[config.mk]
export PLATFORM = sky130hd
export DESIGN_NAME = xlat_cache
export DESIGN_NICKNAME = d
export VERILOG_FILES = /design/src/rtl/xlat_pkg.sv /design/src/rtl/xlat_cam.sv /design/src/rtl/xlat_rdmux.sv /design/src/rtl/xlat_victim.sv /design/src/rtl/xlat_cache.sv
export SDC_FILE = /design/constraint.sdc
export NUM_CORES = 2
export LEC_CHECK = 0
export BUFFER_PORTS_ARGS = -buffer_cell sky130_fd_sc_hd__buf_4
export CORE_ASPECT_RATIO = 0.8
export CORE_UTILIZATION = 50
export DETAILED_ROUTE_END_ITERATION = 10
export PLACE_DENSITY = 0.66
export REMOVE_ABC_BUFFERS = 1
export SYNTH_ARGS = -nofsm -noshare
export SYNTH_HDL_FRONTEND = slang
export SYNTH_SLANG_ARGS = --single-unit
export TNS_END_PERCENT = 30
[constraint.sdc]
create_clock -name clk -period 7.7 [get_ports clk]
set_input_delay 0.385 -clock clk [delete_from_list [all_inputs] [get_ports clk]]
set_output_delay 0.385 -clock clk [all_outputs]
set_load 0.02 [all_outputs]
[src/rtl/xlat_pkg.sv]
package xlat_pkg;

    localparam int XL_VA_W      = 32;
    localparam int XL_PA_W      = 32;
    localparam int XL_PAGE_BITS = 12;
    localparam int XL_ATTR_W    = 8;
    localparam int XL_DEPTH     = 16;

    // Where a fill lands
    typedef enum logic [1:0] {
        SLOT_SAME = 2'd0,   // entry already holding the page
        SLOT_FREE = 2'd1,   // lowest empty entry
        SLOT_RR   = 2'd2    // round-robin replacement
    } slot_src_e;

endpackage

[src/rtl/xlat_cam.sv]
module xlat_cam #(
    parameter int DEPTH = 16,
    parameter int TAG_W = 20
) (
    input  logic [DEPTH-1:0]            valid,
    input  logic [DEPTH-1:0][TAG_W-1:0] tags,
    input  logic [TAG_W-1:0]            key,
    output logic [DEPTH-1:0]            match
);

    for (genvar g = 0; g < DEPTH; g++) begin : g_cmp
        assign match[g] = valid[g] && (tags[g] == key);
    end

endmodule

[src/rtl/xlat_rdmux.sv]
module xlat_rdmux #(
    parameter int DEPTH = 16,
    parameter int W     = 20
) (
    input  logic [DEPTH-1:0]        sel,
    input  logic [DEPTH-1:0][W-1:0] data,
    output logic [W-1:0]            dout
);

    logic [DEPTH-1:0][W-1:0] gated;

    for (genvar g = 0; g < DEPTH; g++) begin : g_gate
        assign gated[g] = sel[g] ? data[g] : '0;
    end

    always_comb begin
        dout = '0;
        for (int i = 0; i < DEPTH; i++) begin
            dout = dout | gated[i];
        end
    end

endmodule

[src/rtl/xlat_victim.sv]
module xlat_victim
    import xlat_pkg::*;
#(
    parameter int DEPTH = 16,
    parameter int IDX_W = 4
) (
    input  logic [DEPTH-1:0] valid,
    input  logic [DEPTH-1:0] same_hit,
    input  logic [IDX_W-1:0] rr_ptr,
    output logic [IDX_W-1:0] slot_idx,
    output slot_src_e        slot_src
);

    logic [IDX_W-1:0] free_idx;
    logic [IDX_W-1:0] same_idx;
    logic             any_free;

    always_comb begin
        free_idx = '0;
        any_free = 1'b0;
        for (int i = DEPTH - 1; i >= 0; i--) begin
            if (!valid[i]) begin
                free_idx = IDX_W'(i);
                any_free = 1'b1;
            end
        end
    end

    always_comb begin
        same_idx = '0;
        for (int i = 0; i < DEPTH; i++) begin
            if (same_hit[i]) begin
                same_idx = IDX_W'(i);
            end
        end
    end

    always_comb begin
        if (|same_hit) begin
            slot_idx = same_idx;
            slot_src = SLOT_SAME;
        end else if (any_free) begin
            slot_idx = free_idx;
            slot_src = SLOT_FREE;
        end else begin
            slot_idx = rr_ptr;
            slot_src = SLOT_RR;
        end
    end

endmodule

[src/rtl/xlat_cache.sv]
module xlat_cache
    import xlat_pkg::*;
#(
    parameter int VA_W      = XL_VA_W,
    parameter int PA_W      = XL_PA_W,
    parameter int PAGE_BITS = XL_PAGE_BITS,
    parameter int ATTR_W    = XL_ATTR_W,
    parameter int DEPTH     = XL_DEPTH
) (
    input  logic                      clk,
    input  logic                      rst_n,
    input  logic                      lk_valid,
    input  logic [VA_W-PAGE_BITS-1:0] lk_vpn,
    output logic                      rsp_valid,
    output logic                      rsp_hit,
    output logic [PA_W-PAGE_BITS-1:0] rsp_ppn,
    output logic [ATTR_W-1:0]         rsp_attr,
    input  logic                      fill_valid,
    input  logic [VA_W-PAGE_BITS-1:0] fill_vpn,
    input  logic [PA_W-PAGE_BITS-1:0] fill_ppn,
    input  logic [ATTR_W-1:0]         fill_attr,
    input  logic                      inv_valid,
    input  logic [VA_W-1:0]           inv_vaddr,
    input  logic                      flush
);

    localparam int VPN_W = VA_W - PAGE_BITS;
    localparam int PPN_W = PA_W - PAGE_BITS;
    localparam int IDX_W = (DEPTH > 1) ? $clog2(DEPTH) : 1;
    localparam logic [IDX_W-1:0] LAST_IDX = IDX_W'(DEPTH - 1);

    typedef struct packed {
        logic [DEPTH-1:0]             valid;
        logic [DEPTH-1:0][VPN_W-1:0]  tag;
        logic [DEPTH-1:0][PPN_W-1:0]  ppn;
        logic [DEPTH-1:0][ATTR_W-1:0] attr;
        logic [IDX_W-1:0]             rr;
        logic                         rsp_valid;
        logic                         rsp_hit;
        logic [PPN_W-1:0]             rsp_ppn;
        logic [ATTR_W-1:0]            rsp_attr;
    } state_t;

    state_t st_d, st_q;

    logic [VPN_W-1:0]  inv_vpn;
    logic [DEPTH-1:0]  lk_match;
    logic [DEPTH-1:0]  fill_match;
    logic [DEPTH-1:0]  inv_match;
    logic [PPN_W-1:0]  lk_ppn_sel;
    logic [ATTR_W-1:0] lk_attr_sel;
    logic [IDX_W-1:0]  slot_idx;
    slot_src_e         slot_src;
    logic              fill_take;
    logic              victim_taken;
    logic [DEPTH-1:0]  valid_vec;
    logic [IDX_W-1:0]  rr_ptr;

    assign inv_vpn   = inv_vaddr[VA_W-1:PAGE_BITS];
    assign valid_vec = st_q.valid;
    assign rr_ptr    = st_q.rr;

    xlat_cam #(.DEPTH(DEPTH), .TAG_W(VPN_W)) u_cam_lk (
        .valid (st_q.valid),
        .tags  (st_q.tag),
        .key   (lk_vpn),
        .match (lk_match)
    );

    xlat_cam #(.DEPTH(DEPTH), .TAG_W(VPN_W)) u_cam_fill (
        .valid (st_q.valid),
        .tags  (st_q.tag),
        .key   (fill_vpn),
        .match (fill_match)
    );

    xlat_cam #(.DEPTH(DEPTH), .TAG_W(VPN_W)) u_cam_inv (
        .valid (st_q.valid),
        .tags  (st_q.tag),
        .key   (inv_vpn),
        .match (inv_match)
    );

    xlat_rdmux #(.DEPTH(DEPTH), .W(PPN_W)) u_mux_ppn (
        .sel  (lk_match),
        .data (st_q.ppn),
        .dout (lk_ppn_sel)
    );

    xlat_rdmux #(.DEPTH(DEPTH), .W(ATTR_W)) u_mux_attr (
        .sel  (lk_match),
        .data (st_q.attr),
        .dout (lk_attr_sel)
    );

    xlat_victim #(.DEPTH(DEPTH), .IDX_W(IDX_W)) u_victim (
        .valid    (st_q.valid),
        .same_hit (fill_match),
        .rr_ptr   (st_q.rr),
        .slot_idx (slot_idx),
        .slot_src (slot_src)
    );

    // A fill is dropped by a flush or by an invalidate of its own page
    assign fill_take    = fill_valid && !flush && !(inv_valid && (inv_vpn == fill_vpn));
    assign victim_taken = fill_take && (slot_src == SLOT_RR);

    always_comb begin
        st_d = st_q;

        // lookup answers from the contents before this cycle's updates
        st_d.rsp_valid = lk_valid;
        st_d.rsp_hit   = lk_valid && (|lk_match);
        st_d.rsp_ppn   = lk_valid ? lk_ppn_sel : '0;
        st_d.rsp_attr  = lk_valid ? lk_attr_sel : '0;

        if (inv_valid) begin
            st_d.valid = st_d.valid & ~inv_match;
        end

        if (fill_take) begin
            st_d.valid[slot_idx] = 1'b1;
            st_d.tag[slot_idx]   = fill_vpn;
            st_d.ppn[slot_idx]   = fill_ppn;
            st_d.attr[slot_idx]  = fill_attr;
            if (slot_src == SLOT_RR) begin
                st_d.rr = (st_q.rr == LAST_IDX) ? '0 : st_q.rr + 1'b1;
            end
        end

        if (flush) begin
            st_d.valid = '0;
            st_d.rr    = '0;
        end
    end

    always_ff @(posedge clk or negedge rst_n) begin
        if (!rst_n) begin
            st_q <= '0;
        end else begin
            st_q <= st_d;
        end
    end

    assign rsp_valid = st_q.rsp_valid;
    assign rsp_hit   = st_q.rsp_hit;
    assign rsp_ppn   = st_q.rsp_ppn;
    assign rsp_attr  = st_q.rsp_attr;

endmodule

==> metrics <==
CP required 8.23 ns; initial antenna violation count 3; clock skew 0.0368 ns; ys async rst share 100%; Reg clk slew, reported paths 0.06 ns; Net Sw Power 2650 uW; Total Routing Usage GR 32.6%; most frequent cells in the layout dfrtp_1 (818), mux2_2 (746), xor2_1 (513), xnor2_1 (465), buf_4 (173); Final min period 4.81 ns; reg-to-reg slack, setup 2.89 ns; EDFF count, synth 0; fmax 208 MHz; Inserted Clock Buffers 87; Area Overhead vs Synth 9.84%; Cells after Synth 3678; post-synth top area share 45.7%; R2R cell count 11; CTS root buf clkbuf_16; layout cells sized above 1 30.5%; status complete, no violations; gpl congestion 0.915; Slew @ Worst Pin 1.06 ns; Final nets 3698; slew margin rel. 29.4%; Syn Std Cell Area 44800 um2; Flop pwr share 45.5%; Cell variety after synth 61; Sink Count 818; largest net degree at the start of global routing 163; CTS tree yes; top post-synthesis cells by area dfrtp_1 (46%), mux2_2 (19%), xor2_1 (10%); GRT Residual Overflow 0; warning count from the yosys run 0; Worst Hold Class input port to flip-flop; register area share after synthesis 45.7%; syn avg cell area 12.2 um2; area post-placement 46100 um2; via count 31000; initial cell density of the core 50.9%; Via density 6.40; Buffers on Ports 123; met2 global-route usage 48.2%; die span in x 337 um; crit start category flip-flop; most common cell after layout, fill and taps aside dfrtp_1; Worst-Skew Late Latency 0.68 ns; M3 GR Usage 7.37%; clk buf depth 3; DR WL/cell 30.5 um; clock share of power 44.4%; setup_tns 0 ns; dpl hpwl 78.5 mm; crit end category flip-flop; FP Rows 97; # setup viols final 0; final instance area 49200 um2; maximum VDD drop 0.215 mV; combinational share of power 10.1%; post-route ant nets 0; Pint 7490 uW; Seq cells post-synth 818; core area 88100 um2; max-slew violations 0; DR pass1 iterations 7; PostCTS Resize Cnt 0; H-tree depth 3; Tcrit/Tclk final 62.5%; PwrDens 206 nW/um2; fill count 7539; leading area contributor after synthesis dfrtp_1; Detailed Route Iter0 Violations 3718; Die Span Y 270 um; crit-path max FO 25; unrepaired setup endpoints after global routing no; most used routing layer met2; final wirelength 148 mm; Leakage 0.0224 uW; Hold Path Stages 2; Ports 136; met1 usage 46.4%; vias in the first global route 31300; critical hold path startpoint fill_ppn[14]; Max-Cap Viols 0; global-route wire length before repair 217 mm; drt drc 0; Net Sw Frac 26.2%; setup bufs post-CTS 0; die area 90900 um2; Final Hold Vio Count 0; Hold-fix buffers, CTS 3; Synth Flop Type dfrtp_1; CP Class flip-flop to flip-flop; Arrival @ worst endpoint 5.34 ns
[cell type report]
class                           count  area (um2)  share of cell area (%)
Antenna cell                        1        2.50                 0.00508
Clock buffer                      125        2550                    5.18
Clock inverter                     33         557                    1.13
Inverter                           10        37.5                  0.0762
Multi-Input combinational cell   2495       22800                    46.2
Sequential cell                   818       20500                    41.6
Tap cell                         1188        1490                    3.02
Timing Repair Buffer              179        1380                    2.81
[power groups by stage]
stage	sequential [uW]	combinational (uW)	clock, uW
6_report	4610	1030	4500
5_1_grt	4620	1090	4720
2_1_floorplan	4640	515	0
4_1_cts	4600	1010	4550
3_5_place_dp	4680	1000	0
3_3_place_gp	4670	992	0
[worst max path at each step]
stage / cells past startpoint / slack [ns] / from / endpoint
2_1_floorplan: 10 / 0.007 / flip-flop / flip-flop
3_3_place_gp: 13 / 2.39 / fill_vpn[3] / flip-flop
3_5_place_dp: 13 / 2.38 / fill_vpn[3] / flip-flop
4_1_cts: 11 / 2.99 / flip-flop / flip-flop
5_1_grt: 11 / 2.57 / flip-flop / flip-flop
6_report: 11 / 2.89 / flip-flop / flip-flop
[synth_stat cells (all sizes together), types with 3 or more instances]
cell type and n:
nand3 45, and3 5, a22o 114, xor2 513
clkbuf 193, xnor2 465, o211ai 4, nand2 20
nor2b 3, inv 10, nor4 160, nor3 24
o21ai 9, a31oi 3, a41oi 33, a21oi 11
nor2 13, buf 162, o21a 21, and4 7
and2 3, mux2 768, a221oi 114, nand4 132
dfrtp 818
[through the flow]
step	hold WS, ns	worst slack (ns)	std cells	total power [uW]	util [%]
global route	0.0763	2.57	4849	10400	55.9
finish	0.0630	2.89	4849	10100	55.9
detailed placement	0.468	2.38	4687	5680	52.3
CTS	0.0316	2.99	4848	10200	55.9
global placement	0.468	2.39	4687	5670	52.3
floorplan	0.0894	0.00722	3323	5150	-
[per-layer routing]
| metal | vias to the layer above | part of all wire, % |
|---|---|---|
| li1 | 12900 | - |
| met1 | 16100 | 43 |
| met2 | 1550 | 44 |
| met3 | 422 | 9.3 |
| met4 | 0 | 4.2 |
| met5 | - | 0 |
[worst max-delay path, stage by stage (launching register included)]
cell      delay, ns
dfrtp_1        0.45
xnor2_1        0.19
nand4_1        0.11
nor4_1         0.61
and4_1         0.45
o211ai_1       0.13
o211ai_1       0.16
nand3_1        0.40
nor2_1         0.54
or4b_4         0.58
buf_4          0.63
mux2_2         0.41
[cell families (layout without fill, tap and decap cells)]
group                      count (synthesis)  count (layout)  share of synthesized area (%)
xor gates and xnor gates                 978             978                           19.1
DFF                                      818             818                           45.7
muxes                                    768             768                           19.4
AOI/OAI and AO/OA                        324             324                           6.10
other                                      0               1                              0
buffers and inverters                    365             347                           4.00
adders and majority gates                  1               1                         0.0279
and+or+nand+nor                          424             424                           5.73
(Power assumes the default switching activity.)
